File: src/rtl/stepchain_ser.sv
module stepchain_ser #(
  parameter int MW = 2,
  parameter int DEPTH = 64
) (
  input  logic                     clk,
  input  logic                     rst_n,
  input  logic                     start,
  input  logic                     wr_en,
  input  logic [$clog2(DEPTH):0]   wr_addr,
  input  logic [7:0]               wr_data,
  input  logic [(32<<MW)-1:0]      mot_sig,
  input  logic                     sdi,
  output logic                     csn,
  output logic                     sck,
  output logic                     sdo,
  output logic                     busy,
  output logic                     done,
  output logic [DEPTH-1:0]         rdback
);
  localparam int AW = $clog2(DEPTH);
  localparam logic [AW:0] A_LAST = (AW+1)'(DEPTH);
  localparam logic [AW:0] A_TIM  = (AW+1)'(DEPTH + 1);
  localparam logic [AW:0] A_POL  = (AW+1)'(DEPTH + 5);

  typedef enum logic [2:0] {S_IDLE, S_SETUP, S_LOW, S_HIGH, S_HOLD} st_t;
  st_t st;

  logic [5:0]    ram [DEPTH];
  logic [7:0]    tcfg [4];
  logic [MW-1:0] last, mot;
  logic [1:0]    pol;
  logic [AW-1:0] ent;
  logic [7:0]    cnt;
  logic          sdo_r, done_r;
  logic [DEPTH-1:0] rb;

  function automatic logic [7:0] ld(input logic [7:0] v);
    return (v < 8'd7) ? 8'd7 : v;
  endfunction

  wire [AW-1:0] ent_n   = ent + 1'b1;
  wire          adv_n   = ram[ent_n][5];
  wire          is_last = (ent == AW'(DEPTH - 1)) || (adv_n && mot == last);
  wire [MW-1:0] mot_n   = adv_n ? mot + 1'b1 : mot;
  wire [AW:0]   tim_off = wr_addr - A_TIM;

  always_ff @(posedge clk or negedge rst_n)
    if (!rst_n) begin
      for (int i = 0; i < DEPTH; i++) ram[i] <= '0;
      for (int k = 0; k < 4; k++) tcfg[k] <= 8'd15;
      last <= '0;
      pol  <= '0;
    end else if (wr_en) begin
      if (!wr_addr[AW]) ram[wr_addr[AW-1:0]] <= wr_data[5:0];
      else if (wr_addr == A_LAST) last <= wr_data[MW-1:0];
      else if (wr_addr == A_POL) pol <= wr_data[1:0];
      else if (wr_addr >= A_TIM && wr_addr < A_POL) tcfg[tim_off[1:0]] <= wr_data;
    end

  always_ff @(posedge clk or negedge rst_n)
    if (!rst_n) begin
      st <= S_IDLE;
      cnt <= '0;
      ent <= '0;
      mot <= '0;
      sdo_r <= 1'b0;
      done_r <= 1'b0;
      rb <= '0;
    end else begin
      done_r <= 1'b0;
      case (st)
        S_IDLE:
          if (start) begin
            st <= S_SETUP;
            cnt <= ld(tcfg[0]);
            ent <= '0;
            mot <= '0;
            sdo_r <= mot_sig[{MW'(0), ram[0][4:0]}];
          end
        S_SETUP:
          if (cnt == 0) begin
            st <= S_LOW;
            cnt <= ld(tcfg[1]);
          end else cnt <= cnt - 1'b1;
        S_LOW:
          if (cnt == 0) begin
            st <= S_HIGH;
            cnt <= ld(tcfg[2]);
            rb <= {rb[DEPTH-2:0], sdi};
          end else cnt <= cnt - 1'b1;
        S_HIGH:
          if (cnt == 0) begin
            if (is_last) begin
              st <= S_HOLD;
              cnt <= ld(tcfg[3]);
            end else begin
              st <= S_LOW;
              cnt <= ld(tcfg[1]);
              ent <= ent_n;
              mot <= mot_n;
              sdo_r <= mot_sig[{mot_n, ram[ent_n][4:0]}];
            end
          end else cnt <= cnt - 1'b1;
        S_HOLD:
          if (cnt == 0) begin
            st <= S_IDLE;
            done_r <= 1'b1;
            sdo_r <= 1'b0;
          end else cnt <= cnt - 1'b1;
        default: st <= S_IDLE;
      endcase
    end

  assign busy   = (st != S_IDLE);
  assign csn    = (st == S_IDLE) ^ pol[0];
  assign sck    = (st == S_HIGH) ^ pol[1];
  assign sdo    = sdo_r;
  assign done   = done_r;
  assign rdback = rb;
endmodule


File: config.mk
export PLATFORM = sky130hd
export DESIGN_NAME = stepchain_ser
export DESIGN_NICKNAME = d
export VERILOG_FILES = /design/src/rtl/stepchain_ser.sv
export SDC_FILE = /design/constraint.sdc
export NUM_CORES = 1
export LEC_CHECK = 0
export BUFFER_PORTS_ARGS = -buffer_cell sky130_fd_sc_hd__clkbuf_2
export CORE_MARGIN = 5
export CORE_UTILIZATION = 25
export CTS_BUF_LIST = sky130_fd_sc_hd__clkbuf_16
export CTS_CLUSTER_SIZE = 25
export DETAILED_ROUTE_END_ITERATION = 6
export HOLD_SLACK_MARGIN = 0.02
export SYNTH_ARGS = -nofsm -noshare
export SYNTH_HDL_FRONTEND = slang
export SYNTH_SLANG_ARGS = --single-unit
File: constraint.sdc
create_clock -name clk -period 4 [get_ports clk]
set_clock_uncertainty 0.2 [all_clocks]
set_input_delay 0.6 -clock clk [delete_from_list [all_inputs] [get_ports clk]]
set_output_delay 0.6 -clock clk [all_outputs]
set_load 0.03 [all_outputs]
==> results of run 1 <==
power groups by stage:
stage                     clock, mW  combinational (mW)  sequential [mW]
after global placement            0                2.84             5.90
after floorplan                   0                2.01             5.77
after detailed placement          0                2.87             5.91
final                          5.32                3.19             5.83
after global routing           5.67                3.44             5.87
after CTS                      5.48                3.03             5.82
logic make-up after synthesis:
family | Yosys count | synth area share (%)
buf+inv | 125 | 2.654
mux | 662 | 35.75
fa+ha+maj | 2 | 0.1005
xor+xnor | 18 | 0.6936
compound gates | 155 | 4.292
flops | 505 | 50.84
simple gates | 294 | 5.669
stage by stage:
stage	total power [mW]	setup WS, ps	area, um^2
after global routing	14.98	-376.3	30810
after floorplan	7.785	-57.45	24900
after detailed placement	8.780	-826.4	28240
after global placement	8.741	-771.1	28240
after CTS	14.33	-201.3	30450
final	14.35	-296.4	30820
worst reg2reg max path: stages, from the launching register on:
cell and delay [ps]:
dfrtp_4 500, ha_4 370, buf_12 160, buf_8 120, mux4_2 360, mux4_2 540
mux4_2 590, buf_4 180, buf_4 120, nor3_1 230, o221ai_1 150, or4_4 450
o311a_1 120, o22ai_1 130
cell usage after synthesis (all sizes together), types with 3 or more instances:
master and n:
or4 5, or2 4, a31oi 7, a311oi 8
a22oi 3, mux2i 45, buf 46, mux4 127
xor2 7, xnor2 11, a21oi 32, nor3 20
dfstp 16, nand2 99, dfrtp 489, o221ai 4
a211o 3, o22ai 10, inv 7, nand2b 10
a211oi 24, or3b 3, mux2 490, o21a 5
and3 22, nand3 20, or3 5, nor2b 5
nand3b 4, clkbuf 72, o21ai 29, and3b 4
and2 3, nor2 80, a21boi 4, o31ai 4
cell type report:
class | instances | area, um^2 | share of cell area, %
Sequential cell | 505 | 12660 | 41.08
Antenna cell | 3 | 7.507 | 0.02436
Clock buffer | 57 | 1426 | 4.628
Inverter | 7 | 26.28 | 0.08525
Multi-Input combinational cell | 1132 | 11870 | 38.52
Tap cell | 1287 | 1610 | 5.224
Timing Repair Buffer | 382 | 2743 | 8.898
Clock inverter | 46 | 476.7 | 1.547
final timing paths:
check | start | end | slack (ps) | cells after the start
setup / recovery | ent[0] | sdo | -300 | 13
hold / removal | wr_data[7] | tcfg[31] | 90 | 2
setup reg to reg | ent[0] | sdo | -300 | 13
hold reg to reg | ram[191] | ram[191] | 300 | 1
max in group asynchronous | rst_n | tcfg[2] | 2170 | 3
min in group asynchronous | rst_n | rdback[17] | 410 | 2
sequential cells by signal (all words and copies together), names as in the netlist:
signal,flops
tcfg,32
last,2
cnt,8
pol,2
ent,6
sdo,1
st,3
rdback,64
done,1
ram,384
mot,2
metal layers:
metal / track usage [%] / routed length, um
met1: 17.11 / 30740
met2: 21.08 / 33240
met3: 2.858 / 4205
met4: 3.619 / 2038
met5: 0 / 13
repair_timing:
item                                    CTS  global route
cloned                                    0             4
hold endpoints to repair                 77             0
buffers inserted                         10            17
endpoints found under the setup margin   17            17
hold buffers                              2             0
pin swaps                                 7            35
resized for setup                        50            52
==> metrics.cfg, run 1 <==
[status]
status=complete, but fails checks
failed_checks=setup timing

[min_path]
hp-class=in2reg

[timing]
setup_viol=17
max_freq_ghz=0.2328
setup_slack_ps=-296.4
max-slew-margin-rel_pct=44.23
rsz0062_at_grt=true
tightest_slew_ps=836.6
fin_crit_ps=4296
holdWs_ps=90.85
hold_viol_final=0
fin_setup_tns_ps=-2099
period_share_pct=107.4
slew_viol_final=0

[placed_design]
placement.io_buffers=216
dp_cells=3282
place_congestion=0.9001
place_hpwl_um=48500

[global_route]
grt_max_degree=96
grt_antenna_before_repair=4
grt_usage_pct=12.82
grt_pass1_wl_um=108300
grt_remaining_overflow=0
grt_pass1_vias=17280

[synth]
ys_warn_count=0
synth.cell_area_um2=24900
synth_top_cell_by_area=dfrtp_1
synth_edf_count=0
yosysTopAreaCellShare_pct=49.15
synth_area_per_cell_um2=14.14
synthFlopType=dfrtp_1
ys_ff_latch=505
syn_nets=1911
yosysSeqAreaShare_pct=50.84
synthTopCellsByArea=dfrtp_1 49%, mux2_2 22%, mux4_2 9.8%
synth_cells=1761
synth_cell_types=80
async_flop_share_pct=100.0

[critical_path]
cp-end-kind=flop
cp_slowest_cell=mux4_2
cp_num_buf_inv=4
slowest_delay_ps=590
crit_family=multiplexers
crit_chain=ha_4 > buf_12 > buf_8 > mux4_2 > mux4_2 > mux4_2 > buf_4 > buf_4 > nor3_1 > o221ai_1 > or4_4 > o311a_1 > o22ai_1
worst_setup_path_start_kind=flop
required_ps=4360
path_common_cell=mux4_2
path_class=reg2reg
cp_max_fo=6
crit_arrival_ps=4650

[job]
cap_violations=0

[cts]
clock_sinks=505
clk_latency_ps=620
cts_tree=built
clockRootBuffer=clkbuf_16
clk_pin_slew_ps=60
cts_made_buffers=56
cts_buffer_depth=3
htreeDepth=2

[finish]
layout_common_cells=488 x mux2_2, 488 x dfrtp_1, 215 x clkbuf_2, 121 x buf_4, 112 x mux4_2
finalNonFillerCells=3419
nets=2234
areaGrowthSynthToFinish_pct=23.81
final_core_util_pct=31.27
drive_above_1_share_pct=53.59
nFillCells=9797

[route]
drtIter0Drc=1082
post_drt_via_cell_ratio=4.812
postRouteWirelength_um=70240
drc=0
num_vias=16450
wl_per_cell_um=20.54
firstDrtPassIters=5
ant_nets=0

[pwr]
net-switching-power_mw=4.038
powerDensity_nw_per_um2=465.4
p_leak_nw=14.25
seqPwrFrac_pct=40.6
switching_share_pct=28.15
ir_drop_uv=332.0
p_int_mw=10.31
power_frac_comb_pct=22.3
clkPwrFrac_pct=37.1

[die]
start_util_pct=25.26
fp.dieH_um=325.6
rows=115
die_area_um2=106000
die_x_um=325.6
core-area_um2=98560
io_pins=217

Power figures use the tool's default switching activity.
==> inputs of run 2 (changes only) <==
==> constraint.sdc (replaced) <==
create_clock -name clk -period 5.6 [get_ports clk]
set_clock_uncertainty 0.2 [all_clocks]
set_input_delay 0.84 -clock clk [delete_from_list [all_inputs] [get_ports clk]]
set_output_delay 0.84 -clock clk [all_outputs]
set_load 0.1 [all_outputs]
==> run 2 against run 1 <==
  * Wire length is 2.2% lower
  * Worst hold slack worse by 71 ps
  * The run now ends clean
  * Largest power group unchanged
  * Register-to-register slack gained 390 ps
==> metrics.cfg, run 2 (same netlist as run 1, synthesis figures left out) <==
[status]
status=finished clean

[cts]
cts_setup_buffers=0
clockRootBuffer=clkbuf_16
cts_hold_buf=0
post_cts_resized=0
htreeDepth=2
cts_buffer_depth=3
cts_tree=built
clk_latency_ps=640
cts_made_buffers=58
clk_pin_slew_ps=60
clock_sinks=505

[timing]
slew_viol_final=0
tightest_slew_ps=1057
fin_crit_ps=5510
hold_viol_final=0
max-slew-margin-rel_pct=27.70
fin_setup_tns_ps=0
max_freq_ghz=0.1815
setup_viol=0
period_share_pct=98.39
rsz0062_at_grt=false

[finish]
drive_above_1_share_pct=48.23
stdcell_area_um2=29210
largest_reg_flops=384
nFillCells=9906
multi_input_area_um2=11630
layout_common_cells=489 x mux2_2, 488 x dfrtp_1, 215 x clkbuf_2, 108 x mux4_2, 98 x nand2_1
layout_commonest_cell=mux2_2
nets=2110
final_core_util_pct=29.63
areaGrowthSynthToFinish_pct=17.32
largest_register=ram
regArea_um2=12660

[route]
firstDrtPassIters=7
wl_per_cell_um=20.84
ant_nets=0
num_vias=16010
drc=0
drtIter0Drc=909
postRouteWirelength_um=68660
post_drt_via_cell_ratio=4.859

[die]
rows=115
start_util_pct=25.26
io_pins=217
die_area_um2=106000
die_x_um=325.6
core-area_um2=98560
fp.dieH_um=325.6

[critical_path]
cp-end-kind=flop
cp_max_fo=20
worst_setup_path_start_kind=flop
crit_arrival_ps=5870
path_class=reg2reg
required_ps=5960

[pwr]
p_int_mw=6.856
powerDensity_nw_per_um2=333.3
switching_share_pct=29.56
clkPwrFrac_pct=36.9
net-switching-power_mw=2.878
seqPwrFrac_pct=42.8
ir_drop_uv=256.9
power_frac_comb_pct=20.4
p_leak_nw=13.52

[placed_design]
place_congestion=0.9124
place_area_um2=27400
place_hpwl_um=46130
placement.io_buffers=216

[job]
cap_violations=0

[global_route]
grt_max_degree=142
grt_usage_pct=12.66
grt_pass1_vias=16510
grt_antenna_before_repair=4
grt_pass1_wl_um=106000
grt_remaining_overflow=0

[min_path]
hp-class=in2async

## run 2: layout make-up
cell class	instances	share of cell area (%)
flip-flops and latches	505	43.35
inverters	7	0.08996
multi-input cells	1131	39.81
repair buffers	257	5.046
clock buffers	58	4.969
diodes	2	0.01714
well taps	1287	5.513
clock inverters	47	1.204
## run 2: worst paths after layout
| kind | startpoint | to | slack [ps] | cells past startpoint |
|---|---|---|---|---|
| min | rst_n | rdback[24] | 20 | 1 |
| min in group clk | sdi | rdback[0] | 290 | 2 |
| min reg2reg | ram[264] | ram[264] | 290 | 1 |
| max | ent[0] | sdo | 90 | 15 |
| max reg2reg | ent[0] | sdo | 90 | 15 |
| max in group asynchronous | rst_n | ram[379] | 3860 | 2 |
## run 2: metrics by stage
stage	std cells	setup slack, ps	power [mW]	hold slack, ps
finish	3294	90.39	9.734	19.45
global route	3292	32.93	10.19	59.96
CTS	3292	226.5	9.859	40.46
detailed placement	3187	241.8	6.210	287.2
global placement	3187	252.4	6.189	278.0
floorplan	1761	1523	5.640	268.0
## run 2: routing by layer
metal  global-route usage, %  up-vias  routed length [um]
met1                   16.88     8373               29490
met2                   20.79      498               32930
met4                   3.403        4                1788
li1                        -     7032                   -
met5                       0        -                  34
met3                   2.986       98                4409
## run 2: power by group through the flow
stage / clock [mW] / sequential (mW) / combinational [mW]
2_1_floorplan: 0 / 4.14 / 1.49
3_3_place_gp: 0 / 4.22 / 1.97
3_5_place_dp: 0 / 4.22 / 1.99
4_1_cts: 3.70 / 4.16 / 1.99
5_1_grt: 3.84 / 4.20 / 2.14
6_report: 3.59 / 4.16 / 1.98
## run 2: critical path, stage by stage, from the launching register on
cell and delay [ps]:
dfrtp_4 510, ha_4 210, xor2_4 610, buf_12 280
mux4_2 310, and3_1 180, a2111oi_0 910, buf_4 260
o21ai_1 110, nand2_1 410, a211oi_1 140, a311oi_1 300
a211oi_1 80, or4_1 620, o311a_1 140, o22ai_1 150
==> inputs of run 3 (changes only) <==
--- a/config.mk
+++ b/config.mk
@@ -5,7 +5,7 @@
 export SDC_FILE = /design/constraint.sdc
 export NUM_CORES = 1
 export LEC_CHECK = 0
-export BUFFER_PORTS_ARGS = -buffer_cell sky130_fd_sc_hd__clkbuf_2
+export BUFFER_PORTS_ARGS = -buffer_cell sky130_fd_sc_hd__buf_2
 export CORE_MARGIN = 5
 export CORE_UTILIZATION = 25
 export CTS_BUF_LIST = sky130_fd_sc_hd__clkbuf_16
==> run 3 against run 2 <==
  * Critical path type unchanged
  * Flip-flop and latch count is the same
  * Total power down 2.0%
  * Non-clock buffer count up 1
  * Sequential power about the same
  * Global-route usage down 0.15 points
  * Sequential share of layout area up 0.18 points
  * Critical endpoint unchanged
  * Combinational power about the same
  * Via count fell by 0.67%
  * Largest cell class unchanged
==> metrics.cfg, run 3 (same netlist as run 1, synthesis figures left out) <==
[finish]
nFillCells=9918
largest_register=ram
layout_common_cells=489 x mux2_2, 488 x dfrtp_1, 215 x buf_2, 108 x mux4_2, 98 x nand2_1
drive_above_1_share_pct=48.02
nets=2108
layout_commonest_cell=mux2_2
multi_input_area_um2=11630
final_core_util_pct=29.51
regArea_um2=12660
largest_reg_flops=384
areaGrowthSynthToFinish_pct=16.85

[route]
drtIter0Drc=879
wl_per_cell_um=20.66
firstDrtPassIters=5
num_vias=15900
postRouteWirelength_um=67940
ant_nets=0
drc=0
post_drt_via_cell_ratio=4.835

[timing]
slew_viol_final=0
rsz0062_at_grt=false
setup_viol=0
holdWs_ps=57.67
tightest_slew_ps=964.0
max-slew-margin-rel_pct=35.24
fin_crit_ps=5212
period_share_pct=93.07
fin_setup_tns_ps=0
max_freq_ghz=0.1919
hold_viol_final=0

[pwr]
p_leak_nw=13.47
powerDensity_nw_per_um2=328.0
ir_drop_uv=205.1

[cts]
clk_latency_ps=620
htreeDepth=2
clockRootBuffer=clkbuf_16
cts_tree=built
cts_made_buffers=55
clock_sinks=505
clk_pin_slew_ps=60
cts_setup_buffers=0
post_cts_resized=0
cts_hold_buf=0
cts_buffer_depth=3

[job]
cap_violations=0

[die]
io_pins=217
die_x_um=325.6
start_util_pct=25.26
rows=115
core-area_um2=98560
fp.dieH_um=325.6
die_area_um2=106000

[placed_design]
place_congestion=0.8867
place_hpwl_um=45300
placement.io_buffers=216

[global_route]
grt_antenna_before_repair=3
grt_usage_pct=12.51
grt_max_degree=115
grt_pass1_wl_um=104900
grt_remaining_overflow=0
grt_pass1_vias=16530

[critical_path]
rr_worst_depth=13
worst_setup_path_start_kind=flop
cp-end-kind=flop
path_class=reg2reg
crit_arrival_ps=5550
cp_max_fo=28
required_ps=5940
regToRegSetupSlack_ps=390

[min_path]
hp-class=in2async

[status]
status=finished clean

-- run 3: cell types whose count changed in the layout (fill, tap and decap cells not counted), sizes merged --
cell,delta
clkinv,+3
buf,+216
clkbuf,-218
inv,-7
-- run 3: final timing paths --
path / start / to
max: ent[0] / sdo
min: rst_n / ram[144]
max reg2reg: ent[0] / sdo
min reg2reg: ram[205] / ram[205]
max in group asynchronous: rst_n / ram[326]
min in group clk: sdi / rdback[0]
-- run 3: cell type report --
cell class	instances	area share, %
clock inverter	43	0.9893
sequential	505	43.52
antenna	2	0.01721
timing repair buffer	258	5.136
multi-input combinational	1131	39.98
clock buffer	55	4.731
tap	1287	5.536
inverter	7	0.09033
-- run 3: critical path, stage by stage, from the launching register on --
cell,delay [ps]
dfrtp_4,510
ha_4,680
buf_4,390
mux4_1,330
mux4_2,530
mux2i_1,360
or2_1,270
nand2_2,390
mux4_2,360
nor2b_1,140
a211oi_1,70
or4_1,580
o311a_1,140
o22ai_1,150
-- run 3: layer usage --
metal  vias up  track usage [%]  wire, um
met5         -                0        13
met4         2            3.412      1814
met2       413            20.33     31890
met3       105            2.870      4025
met1      8338            16.89     30200
li1       7039                -         -
-- run 3: metrics by stage --
stage / setup slack, ps / area (um^2) / power, mW / instances
after floorplan: 1523 / 24900 / 5.640 / 1761
after CTS: 382.4 / 29080 / 9.654 / 3286
final: 387.9 / 29090 / 9.542 / 3288
after global routing: 200.2 / 29080 / 9.986 / 3286
after detailed placement: 405.3 / 27420 / 6.215 / 3188
after global placement: 426.8 / 27420 / 6.194 / 3188
-- run 3: power breakdown --
group,internal (mW),switching [mW]
Sequential,3.95,0.210
Clock,1.91,1.49
Combinational,0.888,1.10
